$ cat src/rtl/mbm_pkg.sv
// Package: shared types for the multiplexed bus master.
// Assumes: nothing beyond a single clock domain.
package mbm_pkg;
    // Bus state of the master: idle or one of the three clock states of a cycle.
    typedef enum logic [1:0] {
        PH_IDLE = 2'd0,
        PH_T1   = 2'd1,
        PH_T2   = 2'd2,
        PH_T3   = 2'd3
    } phase_t;
endpackage

$ cat src/rtl/mbm_phase_seq.sv
// Module: mbm_phase_seq
// Steps the master through IDLE -> T1 -> T2 -> T3 and accepts requests
// when idle or in T3 (the latter gives back-to-back cycles).
// Assumes: req_valid is synchronous to clk.
module mbm_phase_seq
    import mbm_pkg::*;
(
    input  logic   clk,
    input  logic   rst_n,
    input  logic   req_valid,
    output phase_t phase,
    output logic   ready,
    output logic   accept
);

    // Request window: idle, or the last state of a cycle.
    always_comb begin
        ready  = (phase == PH_IDLE) || (phase == PH_T3);
        accept = ready && req_valid;
    end

    // State register: advance one state per clock.
    always_ff @(posedge clk) begin
        if (!rst_n) begin
            phase <= PH_IDLE;
        end else begin
            case (phase)
                PH_IDLE: phase <= req_valid ? PH_T1 : PH_IDLE;
                PH_T1:   phase <= PH_T2;
                PH_T2:   phase <= PH_T3;
                PH_T3:   phase <= req_valid ? PH_T1 : PH_IDLE;
                default: phase <= PH_IDLE;
            endcase
        end
    end

    p_t1_to_t2_r2: assert property (@(posedge clk) disable iff (!rst_n)
        (phase == PH_T1) |=> (phase == PH_T2));
    p_t2_to_t3_r2: assert property (@(posedge clk) disable iff (!rst_n)
        (phase == PH_T2) |=> (phase == PH_T3));
    p_chain_r10: assert property (@(posedge clk) disable iff (!rst_n)
        (phase == PH_T3 && req_valid) |=> (phase == PH_T1));

endmodule

$ cat src/rtl/mbm_req_hold.sv
// Module: mbm_req_hold
// Holds the accepted request for the duration of its bus cycle, so that
// the request inputs may change freely once the request is accepted.
// Assumes: accept pulses only in the request window.
module mbm_req_hold
    import mbm_pkg::*;
#(
    parameter int AW = 16,
    parameter int DW = 8
) (
    input  logic          clk,
    input  logic          rst_n,
    input  logic          accept,
    input  phase_t        phase,
    input  logic          in_write,
    input  logic          in_io,
    input  logic [AW-1:0] in_addr,
    input  logic [DW-1:0] in_wdata,
    output logic          h_write,
    output logic          h_io,
    output logic [AW-1:0] h_addr,
    output logic [DW-1:0] h_wdata
);

    // Capture register: load the request on acceptance.
    always_ff @(posedge clk) begin
        if (!rst_n) begin
            h_write <= 1'b0;
            h_io    <= 1'b0;
            h_addr  <= '0;
            h_wdata <= '0;
        end else if (accept) begin
            h_write <= in_write;
            h_io    <= in_io;
            h_addr  <= in_addr;
            h_wdata <= in_wdata;
        end
    end

    p_hold_addr_r11: assert property (@(posedge clk) disable iff (!rst_n)
        (phase == PH_T2 || phase == PH_T3) |-> $stable(h_addr));
    p_hold_kind_r11: assert property (@(posedge clk) disable iff (!rst_n)
        (phase == PH_T2 || phase == PH_T3) |-> ($stable(h_write) && $stable(h_io)));

endmodule

$ cat src/rtl/mbm_bus_drive.sv
// Module: mbm_bus_drive
// Decodes the bus pins from the current state and the held request:
// ALE and low address in T1, one strobe in T2, data hold in T3.
// Assumes: IOW <= AW; I/O accesses keep only the low IOW address bits.
module mbm_bus_drive
    import mbm_pkg::*;
#(
    parameter int AW  = 16,
    parameter int DW  = 8,
    parameter int IOW = 8
) (
    input  logic             clk,
    input  logic             rst_n,
    input  phase_t           phase,
    input  logic             h_write,
    input  logic             h_io,
    input  logic [AW-1:0]    h_addr,
    input  logic [DW-1:0]    h_wdata,
    output logic [AW-DW-1:0] addr_hi,
    output logic             ale,
    output logic             iom,
    output logic             rd_n,
    output logic             wr_n,
    output logic [DW-1:0]    dout,
    output logic             oe
);

    localparam int HW = AW - DW;

    // Upper-line mask for I/O space: keep only bits below IOW.
    function automatic logic [HW-1:0] io_mask_f();
        logic [HW-1:0] m;
        for (int k = 0; k < HW; k++) begin
            m[k] = ((k + DW) < IOW);
        end
        return m;
    endfunction

    localparam logic [HW-1:0] IO_MASK = io_mask_f();

    logic [HW-1:0] hi_val;
    logic          in_cycle;

    // Upper address value for the held request.
    always_comb begin
        hi_val   = h_addr[AW-1:DW] & (h_io ? IO_MASK : {HW{1'b1}});
        in_cycle = (phase != PH_IDLE);
    end

    // Pin decode: one arm per bus state.
    always_comb begin
        addr_hi = in_cycle ? hi_val : '0;
        iom     = in_cycle ? h_io : 1'b0;
        ale     = 1'b0;
        rd_n    = 1'b1;
        wr_n    = 1'b1;
        dout    = '0;
        oe      = 1'b0;
        case (phase)
            PH_T1: begin
                ale  = 1'b1;
                dout = h_addr[DW-1:0];
                oe   = 1'b1;
            end
            PH_T2: begin
                if (h_write) begin
                    wr_n = 1'b0;
                    dout = h_wdata;
                    oe   = 1'b1;
                end else begin
                    rd_n = 1'b0;
                end
            end
            PH_T3: begin
                if (h_write) begin
                    dout = h_wdata;
                    oe   = 1'b1;
                end
            end
            default: ;
        endcase
    end

    p_one_strobe_r8: assert property (@(posedge clk) disable iff (!rst_n)
        !(!rd_n && !wr_n));
    p_read_release_r6: assert property (@(posedge clk) disable iff (!rst_n)
        !rd_n |-> !oe);
    p_rd_rises_r6: assert property (@(posedge clk) disable iff (!rst_n)
        !rd_n |=> rd_n);
    p_wr_rises_r7: assert property (@(posedge clk) disable iff (!rst_n)
        !wr_n |=> (wr_n && oe && $stable(dout)));
    p_ale_quiet_r3: assert property (@(posedge clk) disable iff (!rst_n)
        ale |-> (rd_n && wr_n && oe));
    p_iom_held_r5: assert property (@(posedge clk) disable iff (!rst_n)
        (!ale && in_cycle) |-> $stable(iom));

endmodule

$ cat src/rtl/mbm_rd_capture.sv
// Module: mbm_rd_capture
// Registers the read byte on the edge that ends T2 (the read strobe rises
// there) and raises done in the cycle after T3.
// Assumes: bus_din is stable around the edge that ends T2.
module mbm_rd_capture
    import mbm_pkg::*;
#(
    parameter int DW = 8
) (
    input  logic          clk,
    input  logic          rst_n,
    input  phase_t        phase,
    input  logic          h_write,
    input  logic [DW-1:0] din,
    output logic [DW-1:0] rd_data,
    output logic          done
);

    // Read data register: sample the bus at the strobe's rising edge.
    always_ff @(posedge clk) begin
        if (!rst_n) begin
            rd_data <= '0;
        end else if (phase == PH_T2 && !h_write) begin
            rd_data <= din;
        end
    end

    // Completion pulse: one cycle after T3.
    always_ff @(posedge clk) begin
        if (!rst_n) begin
            done <= 1'b0;
        end else begin
            done <= (phase == PH_T3);
        end
    end

    p_done_single_r9: assert property (@(posedge clk) disable iff (!rst_n)
        done |=> !done);
    p_done_stable_data_r6: assert property (@(posedge clk) disable iff (!rst_n)
        (phase == PH_T3) |=> $stable(rd_data));

endmodule

$ cat src/rtl/mux_bus_master.sv
// Module: mux_bus_master
// Top of the multiplexed three-state bus master. Internal requests become
// T1/T2/T3 bus cycles with the low address multiplexed on the data lines.
// Assumes: targets respond within T2 (no wait states); one clock domain.
module mux_bus_master
    import mbm_pkg::*;
#(
    parameter int ADDR_W    = 16,
    parameter int DATA_W    = 8,
    parameter int IO_ADDR_W = 8
) (
    input  logic                     clk,
    input  logic                     rst_n,
    input  logic                     req_valid,
    input  logic                     req_write,
    input  logic                     req_io,
    input  logic [ADDR_W-1:0]        req_addr,
    input  logic [DATA_W-1:0]        req_wdata,
    output logic                     req_ready,
    output logic [DATA_W-1:0]        rd_data,
    output logic                     done,
    output logic [ADDR_W-DATA_W-1:0] bus_addr_hi,
    output logic                     bus_ale,
    output logic                     bus_iom,
    output logic                     bus_rd_n,
    output logic                     bus_wr_n,
    output logic [DATA_W-1:0]        bus_dout,
    output logic                     bus_oe,
    input  logic [DATA_W-1:0]        bus_din
);

    phase_t              phase;
    logic                accept;
    logic                h_write;
    logic                h_io;
    logic [ADDR_W-1:0]   h_addr;
    logic [DATA_W-1:0]   h_wdata;

    mbm_phase_seq u_seq (
        .clk       (clk),
        .rst_n     (rst_n),
        .req_valid (req_valid),
        .phase     (phase),
        .ready     (req_ready),
        .accept    (accept)
    );

    mbm_req_hold #(.AW(ADDR_W), .DW(DATA_W)) u_hold (
        .clk      (clk),
        .rst_n    (rst_n),
        .accept   (accept),
        .phase    (phase),
        .in_write (req_write),
        .in_io    (req_io),
        .in_addr  (req_addr),
        .in_wdata (req_wdata),
        .h_write  (h_write),
        .h_io     (h_io),
        .h_addr   (h_addr),
        .h_wdata  (h_wdata)
    );

    mbm_bus_drive #(.AW(ADDR_W), .DW(DATA_W), .IOW(IO_ADDR_W)) u_drive (
        .clk     (clk),
        .rst_n   (rst_n),
        .phase   (phase),
        .h_write (h_write),
        .h_io    (h_io),
        .h_addr  (h_addr),
        .h_wdata (h_wdata),
        .addr_hi (bus_addr_hi),
        .ale     (bus_ale),
        .iom     (bus_iom),
        .rd_n    (bus_rd_n),
        .wr_n    (bus_wr_n),
        .dout    (bus_dout),
        .oe      (bus_oe)
    );

    mbm_rd_capture #(.DW(DATA_W)) u_cap (
        .clk     (clk),
        .rst_n   (rst_n),
        .phase   (phase),
        .h_write (h_write),
        .din     (bus_din),
        .rd_data (rd_data),
        .done    (done)
    );

    p_ale_after_accept_r2: assert property (@(posedge clk) disable iff (!rst_n)
        (req_valid && req_ready) |=> bus_ale);
    p_done_follows_t3_r9: assert property (@(posedge clk) disable iff (!rst_n)
        done |-> ($past(phase) == PH_T3));
    p_idle_lines_r1: assert property (@(posedge clk) disable iff (!rst_n)
        (phase == PH_IDLE) |-> (!bus_iom && bus_rd_n && bus_wr_n && !bus_oe));

endmodule

$ cat config.mk
export PLATFORM = sky130hd
export DESIGN_NAME = mux_bus_master
export DESIGN_NICKNAME = d
export VERILOG_FILES = /design/src/rtl/mbm_pkg.sv /design/src/rtl/mbm_phase_seq.sv /design/src/rtl/mbm_req_hold.sv /design/src/rtl/mbm_bus_drive.sv /design/src/rtl/mbm_rd_capture.sv /design/src/rtl/mux_bus_master.sv
export SDC_FILE = /design/constraint.sdc
export NUM_CORES = 1
export LEC_CHECK = 0
export CAP_MARGIN = 20
export CELL_PAD_IN_SITES_DETAIL_PLACEMENT = 0
export CELL_PAD_IN_SITES_GLOBAL_PLACEMENT = 1
export CORE_MARGIN = 3
export CORE_UTILIZATION = 49
export CTS_CLUSTER_DIAMETER = 40
export DETAILED_ROUTE_END_ITERATION = 8
export DONT_BUFFER_PORTS = 1
export HOLD_SLACK_MARGIN = 0.15
export PLACE_DENSITY = 0.87
export SLEW_MARGIN = 20
export SYNTH_ARGS = -nofsm -noshare
export SYNTH_HDL_FRONTEND = slang
export SYNTH_HIERARCHICAL = 1
export SYNTH_SLANG_ARGS = --single-unit
$ cat constraint.sdc
create_clock -name clk -period 4.5 [get_ports clk]
set_input_delay 0.9 -clock clk [delete_from_list [all_inputs] [get_ports clk]]
set_output_delay 0.9 -clock clk [all_outputs]
set_load 0.02 [all_outputs]
==> results of run 1 <==
how the worst max path moves through the flow:
stage,from,to,slack [ps],depth (start not counted)
6_report,u_seq/phase[0]$_SDFF_PN0_,bus_dout[6],1530,2
2_1_floorplan,u_seq/phase[0]$_SDFF_PN0_,bus_dout[1],2590,3
3_5_place_dp,u_seq/phase[0]$_SDFF_PN0_,bus_dout[3],1900,2
5_1_grt,u_seq/phase[0]$_SDFF_PN0_,bus_dout[1],1290,2
4_1_cts,u_seq/phase[0]$_SDFF_PN0_,bus_dout[3],1520,2
3_3_place_gp,u_seq/phase[0]$_SDFF_PN0_,bus_dout[3],1970,2
sequential cells by signal, summed over array words and instances (netlist names):
name / cells
u_cap/rd_data: 8
u_cap/done: 1
u_seq/phase: 2
u_hold/h_addr: 16
u_hold/h_wdata: 8
u_hold/h_io: 1
u_hold/h_write: 1
synth_stat cells, drive strengths merged:
| cell | instances | share of area |
|---|---|---|
| a21oi | 1 | 0.0030 |
| a22o | 7 | 0.037 |
| a32o | 1 | 0.0060 |
| and2 | 10 | 0.038 |
| and2b | 1 | 0.0052 |
| and3 | 1 | 0.0045 |
| buf | 8 | 0.060 |
| clkbuf | 2 | 0.0045 |
| dfxtp | 37 | 0.44 |
| ha | 2 | 0.015 |
| inv | 2 | 0.0045 |
| mux2i | 34 | 0.20 |
| nand2 | 16 | 0.036 |
| nand3b | 1 | 0.0045 |
| nor2b | 27 | 0.10 |
| nor3b | 2 | 0.015 |
| o21a | 1 | 0.0045 |
| o21ba | 1 | 0.0060 |
| or2 | 1 | 0.0037 |
| or3b | 1 | 0.0052 |
cell families (layout without fill, tap and decap cells):
logic type / Yosys count / count (layout) / synth area share
simple gates: 60 / 60 / 0.213
flops: 37 / 37 / 0.443
mux: 34 / 34 / 0.204
buf+inv: 12 / 10 / 0.0689
compound gates: 11 / 11 / 0.0561
fa+ha+maj: 2 / 2 / 0.0150
per-layer routing:
metal	share of wire	GRT usage	vias up
met2	0.48	0.268	49
met1	0.40	0.184	474
li1	-	-	515
met4	0.014	0.0554	0
met5	0	0	-
met3	0.10	0.0844	7
report_power, final:
group | leakage, nW | total (W) | internal [W] | switching [W]
clock | 0.0265 | 0.000160 | 0.0000623 | 0.0000978
sequential | 0.303 | 0.000431 | 0.000380 | 0.0000518
combinational | 0.315 | 0.000255 | 0.000109 | 0.000146
area by class of cell:
type | instances | area [um2]
fillers | 306 | 1490
clock buffers | 8 | 48.8
well taps | 44 | 55.1
inverters | 2 | 7.51
multi-input cells | 107 | 816
flip-flops and latches | 37 | 741
per-stage QoR:
stage,hold WS (ps),cell area [um2],util,total power (W)
detailed placement,497,1620,0.513,0.000698
finish,516,1670,0.529,0.000847
floorplan,474,1670,-,0.000697
global placement,487,1620,0.513,0.000683
CTS,522,1670,0.529,0.000858
global route,550,1670,0.529,0.000911
worst min-delay path, stage by stage, from the launching register on:
cell and delay [ps]:
sky130_fd_sc_hd__dfxtp_1 330, sky130_fd_sc_hd__mux2i_1 60, sky130_fd_sc_hd__nor2b_1 90
==> results by group, run 1 <==
STA
  • Total Neg Setup Slack: 0 ps
  • Final setup viols: 0
  • Final critical-path setup slack: 1530 ps
  • Maximum clock frequency: 0.337 GHz
  • Worst relative slew slack: 0.330
  • Setup repair after global routing missed its margin: no
  • Slew at the pin closest to its max-slew limit: 1000 ps
  • Count of final hold-check violations: 0
  • Max-slew violation total from the final report: 0
  • Final setup skew: 6.07 ps
  • Final critical delay including setup and external delays: 2970 ps
  • Period utilisation layout: 0.659

Clock tree
  • Postcts setup bufs: 0
  • TritonCTS Sinks: 37
  • CTS Buf Count: 5
  • Latest clock arrival within the worst-skew pair: 330 ps
  • Buffers from clock root to sink, at most: 2
  • CTS tree: yes
  • Cts hold-fix bufs: 0
  • Clock-pin transition on the worst setup and hold timing paths: 100 ps
  • H-tree level count: 2
  • Number of gates resized after cts: 0
  • Root buffer cell: sky130_fd_sc_hd__clkbuf_4

Global routing
  • Antenna violations before repair: 0
  • Pin count of the biggest net entering global routing: 46
  • First-pass GRT wire length: 5240 um
  • Via count of the first global-routing pass: 1112
  • Overall routing resource usage: 0.164
  • Final global-route overflow total: 0

Min path
  • Number of cells traversed by the worst hold path: 2
  • Endpoint, Worst Hold: u_hold/h_addr[11]$_SDFFE_PN0P_
  • Type of the tightest min-delay check: reg -> reg
  • Hold_sp: u_hold/h_addr[11]$_SDFFE_PN0P_

Logic synthesis
  • Number of nets produced by synthesis: 195
  • Cell area after synthesis: 1670 um2
  • Mean instance size in the synthesized netlist: 10.7 um2
  • Sequential fraction of the synthesis area: 0.443
  • Distinct cells, synth: 23
  • Number of warning messages in the yosys log: 6
  • Synthesized netlist cell count: 156
  • Synthesis-stage register bit count: 37

Cells and area
  • Most common library cell in the layout ignoring fill and taps: sky130_fd_sc_hd__dfxtp_1
  • Total Nets Final: 192
  • Share of layout cells above drive strength 1: 0.0714
  • Top library cells by usage in the layout, fill and taps aside: 37 x sky130_fd_sc_hd__dfxtp_1, 34 x sky130_fd_sc_hd__mux2i_1, 27 x sky130_fd_sc_hd__nor2b_1
  • Layout area overhead: -0.225%
  • Number of diodes added for antenna fixing: 0
  • Final cell count without fillers: 198

Die
  • Die span in x: 64.4 um
  • DIE AREA: 4150 um2
  • Placeable core region: 3150 um2
  • Count of boundary I/O pins: 68
  • Initial core utilization: 0.530
  • Die Ht: 64.4 um
  • Core Rows: 20

Critical path
  • Crit. End Element: output pin
  • Crit path max-delay cell type: sky130_fd_sc_hd__nor2b_1
  • Critical R2R Launch: u_seq/phase[0]$_SDFF_PN0_
  • Critical R2R Capture: u_hold/h_addr[5]$_SDFFE_PN0P_
  • Cell-by-cell listing of the critical path: nor2b_1, a22o_1
  • Buf+Inv Stages, Crit Path: 0
  • CP peak stage delay: 840 ps
  • R2R cell count: 5
  • Kind of cell adding the most delay to the critical path: simple AND/OR/NAND/NOR gates
  • CP Data Arrival Time: 2070 ps
  • Biggest fanout along the worst timing path: 10
  • Worst Path Required: 3600 ps
  • Internal reg-to-reg setup slack: 2280 ps
  • Worst setup path category: reg -> out
  • CP Launch Type: flop

Placement
  • Final HPWL from detailed placement: 2230 um
  • Routability congestion estimate: 0.676
  • IO Port Bufs: 0
  • Cells after DPL: 190
  • Placement-stage worst setup slack: 1900 ps

Detailed routing
  • Drt initial violations: 57
  • Detail Route Antenna Nets: 0
  • DRC: 0
  • Wire per inst: 15.4 um
  • Via density: 5.28
  • Routed vias: 1045
  • Drt total wl: 3060 um
  • Count of TritonRoute iterations in the first routing pass: 4

Power
  • Maximum vdd drop: 0.267 mV
  • Power per standard cell area: 508 nW/um2
  • Leakage: 0.645 nW

Run
  • Max cap viols: 0

Status
  • Run status: finished, final reports clean
(Power assumes the default switching activity.)
==> inputs of run 2 (changes only) <==
--- a/config.mk
+++ b/config.mk
@@ -9,12 +9,12 @@
 export CELL_PAD_IN_SITES_DETAIL_PLACEMENT = 0
 export CELL_PAD_IN_SITES_GLOBAL_PLACEMENT = 1
 export CORE_MARGIN = 3
-export CORE_UTILIZATION = 49
+export CORE_UTILIZATION = 46
 export CTS_CLUSTER_DIAMETER = 40
 export DETAILED_ROUTE_END_ITERATION = 8
 export DONT_BUFFER_PORTS = 1
 export HOLD_SLACK_MARGIN = 0.15
-export PLACE_DENSITY = 0.87
+export PLACE_DENSITY = 0.83
 export SLEW_MARGIN = 20
 export SYNTH_ARGS = -nofsm -noshare
 export SYNTH_HDL_FRONTEND = slang
==> constraint.sdc (replaced) <==
create_clock -name clk -period 2.73 [get_ports clk]
set_input_delay 0.546 -clock clk [delete_from_list [all_inputs] [get_ports clk]]
set_output_delay 0.546 -clock clk [all_outputs]
set_load 0.02 [all_outputs]
==> results by group, run 2 (synthesis gave the netlist of run 1 again) <==
Detailed routing
  • Count of TritonRoute iterations in the first routing pass: 2 (was 4)
  • DRC: 0 (unchanged)
  • Via density: 5.19 (was 5.28)
  • Detail Route Antenna Nets: 0 (unchanged)
  • Drt initial violations: 45 (was 57)
  • Routed vias: 1044 (was 1045)
  • Wire per inst: 15.2 um (was 15.4 um)
  • Drt total wl: 3050 um (was 3060 um)

STA
  • Setup repair after global routing missed its margin: no (unchanged)
  • Slew at the pin closest to its max-slew limit: 786 ps (was 1000 ps)
  • Period utilisation layout: 0.788
  • Worst relative slew slack: 0.474 (was 0.330)
  • Max-slew violation total from the final report: 0 (unchanged)
  • Total Neg Setup Slack: 0 ps (unchanged)
  • Final setup skew: 6.73 ps (was 6.07 ps)
  • Final setup viols: 0 (unchanged)
  • Count of final hold-check violations: 0 (unchanged)
  • Final critical-path setup slack: 579 ps (was 1530 ps)
  • Maximum clock frequency: 0.465 GHz
  • Final critical delay including setup and external delays: 2150 ps

Cells and area
  • Register bank with the most flops: u_hold/h_addr (unchanged)
  • Final cell count without fillers: 201 (was 198)
  • Top library cells by usage in the layout, fill and taps aside: 37 x sky130_fd_sc_hd__dfxtp_1, 34 x sky130_fd_sc_hd__mux2i_1, 27 x sky130_fd_sc_hd__nor2b_1 (unchanged)
  • Number of diodes added for antenna fixing: 0 (unchanged)
  • Total Nets Final: 193 (was 192)
  • Share of layout cells above drive strength 1: 0.0968 (was 0.0714)
  • Most common library cell in the layout ignoring fill and taps: sky130_fd_sc_hd__dfxtp_1 (unchanged)
  • Max FFs per register: 16 (unchanged)
  • Largest registers: u_hold/h_addr x16, u_cap/rd_data x8, u_hold/h_wdata x8 (unchanged)
  • Final core area utilization: 0.503 (was 0.529)
  • Layout area overhead: 2.77% (was -0.225%)

Power
  • Maximum vdd drop: 0.561 mV (was 0.267 mV)
  • Sum of internal, switching and leakage power: 0.00152 W (was 0.000847 W)
  • Power per standard cell area: 887 nW/um2 (was 508 nW/um2)
  • Leakage: 0.668 nW (was 0.645 nW)

Clock tree
  • Postcts setup bufs: 0 (unchanged)
  • TritonCTS Sinks: 37 (unchanged)
  • Cts hold-fix bufs: 0 (unchanged)
  • H-tree level count: 2 (unchanged)
  • CTS Buf Count: 5 (unchanged)
  • Latest clock arrival within the worst-skew pair: 330 ps (about the same)
  • CTS tree: yes (unchanged)
  • Number of gates resized after cts: 0 (unchanged)
  • Buffers from clock root to sink, at most: 2 (unchanged)
  • Root buffer cell: sky130_fd_sc_hd__clkbuf_4 (unchanged)
  • Clock-pin transition on the worst setup and hold timing paths: 110 ps (was 100 ps)

Critical path
  • Worst setup path category: reg -> reg (was reg -> out)
  • CP Launch Type: flop (unchanged)
  • Crit path max-delay cell type: sky130_fd_sc_hd__and2_2 (was sky130_fd_sc_hd__nor2b_1)
  • CP Data Arrival Time: 2390 ps (was 2070 ps)
  • Crit. End Element: flop (was output pin)
  • CP peak stage delay: 720 ps (was 840 ps)
  • Cell-by-cell listing of the critical path: inv_1, ha_1, and2_2, mux2i_1, nor2b_1 (was nor2b_1, a22o_1)
  • Worst Path Required: 2970 ps (was 3600 ps)
  • Biggest fanout along the worst timing path: 26 (was 10)

Global routing
  • Antenna violations before repair: 0 (unchanged)
  • First-pass GRT wire length: 4660 um (was 5240 um)
  • Overall routing resource usage: 0.145 (was 0.164)
  • Via count of the first global-routing pass: 1045 (was 1112)
  • Final global-route overflow total: 0 (unchanged)
  • Pin count of the biggest net entering global routing: 46 (unchanged)

Die
  • Placeable core region: 3420 um2 (was 3150 um2)
  • Die Ht: 66.3 um (was 64.4 um)
  • Initial core utilization: 0.489 (was 0.530)
  • DIE AREA: 4390 um2 (was 4150 um2)
  • Die span in x: 66.3 um (was 64.4 um)
  • Count of boundary I/O pins: 68 (unchanged)
  • Core Rows: 21 (was 20)

Placement
  • Cells after DPL: 193 (was 190)
  • IO Port Bufs: 0 (unchanged)
  • Final HPWL from detailed placement: 2250 um (was 2230 um)
  • Placement-stage worst setup slack: 562 ps (was 1900 ps)
  • Routability congestion estimate: 0.601 (was 0.676)

Run
  • Max cap viols: 0 (unchanged)

Min path
  • Type of the tightest min-delay check: in -> reg (was reg -> reg)

Status
  • Run status: finished, final reports clean (unchanged)
==> run 2: critical path: cells and delay by family (launching register included) <==
| kind | cells | cell delay, ps |
|---|---|---|
| DFF | 1 | 470 |
| adders and majority gates | 1 | 430 |
| muxes | 1 | 280 |
| and+or+nand+nor | 2 | 790 |
| buffers and inverters | 1 | 80 |
==> run 2: per-stage QoR <==
step	hold slack [ps]	instance area, um2
CTS	323	1720
finish	338	1720
global placement	486	1630
detailed placement	501	1630
floorplan	474	1670
global route	304	1720
==> run 2: worst paths after layout <==
check | slack, ps | start | cells after the start | endpoint
worst max-delay path | 580 | u_seq/phase[0]$_SDFF_PN0_ | 5 | u_hold/h_addr[10]$_SDFFE_PN0P_
worst min-delay path | 340 | rst_n | 1 | u_hold/h_wdata[7]$_SDFFE_PN0P_
worst max register to register | 580 | u_seq/phase[0]$_SDFF_PN0_ | 5 | u_hold/h_addr[10]$_SDFFE_PN0P_
worst min register to register | 520 | u_hold/h_addr[9]$_SDFFE_PN0P_ | 2 | u_hold/h_addr[9]$_SDFFE_PN0P_
==> run 2: per-layer routing <==
| layer | global-route usage | vias to the layer above | routed length, um | share of wire |
|---|---|---|---|---|
| met5 | 0 | - | 0 | 0 |
| met4 | 0.0533 | 0 | 19 | 0.0062 |
| met3 | 0.0816 | 2 | 256 | 0.084 |
| met2 | 0.240 | 42 | 1520 | 0.50 |
| met1 | 0.152 | 482 | 1260 | 0.41 |
| li1 | - | 518 | - | - |
==> run 2: report_power, final <==
part | switching, W | internal, W
registers | 0.0000852 | 0.000626
clock network | 0.000173 | 0.000218
logic | 0.000237 | 0.000185
==> run 2: final cells by class <==
| type | instances | area [um2] |
|---|---|---|
| Clock buffer | 6 | 51.3 |
| Clock inverter | 2 | 37.5 |
| Fill cell | 333 | 1700 |
| Inverter | 2 | 7.51 |
| Multi-Input combinational cell | 107 | 816 |
| Sequential cell | 37 | 741 |
| Tap cell | 46 | 57.6 |
| Timing Repair Buffer | 1 | 7.51 |
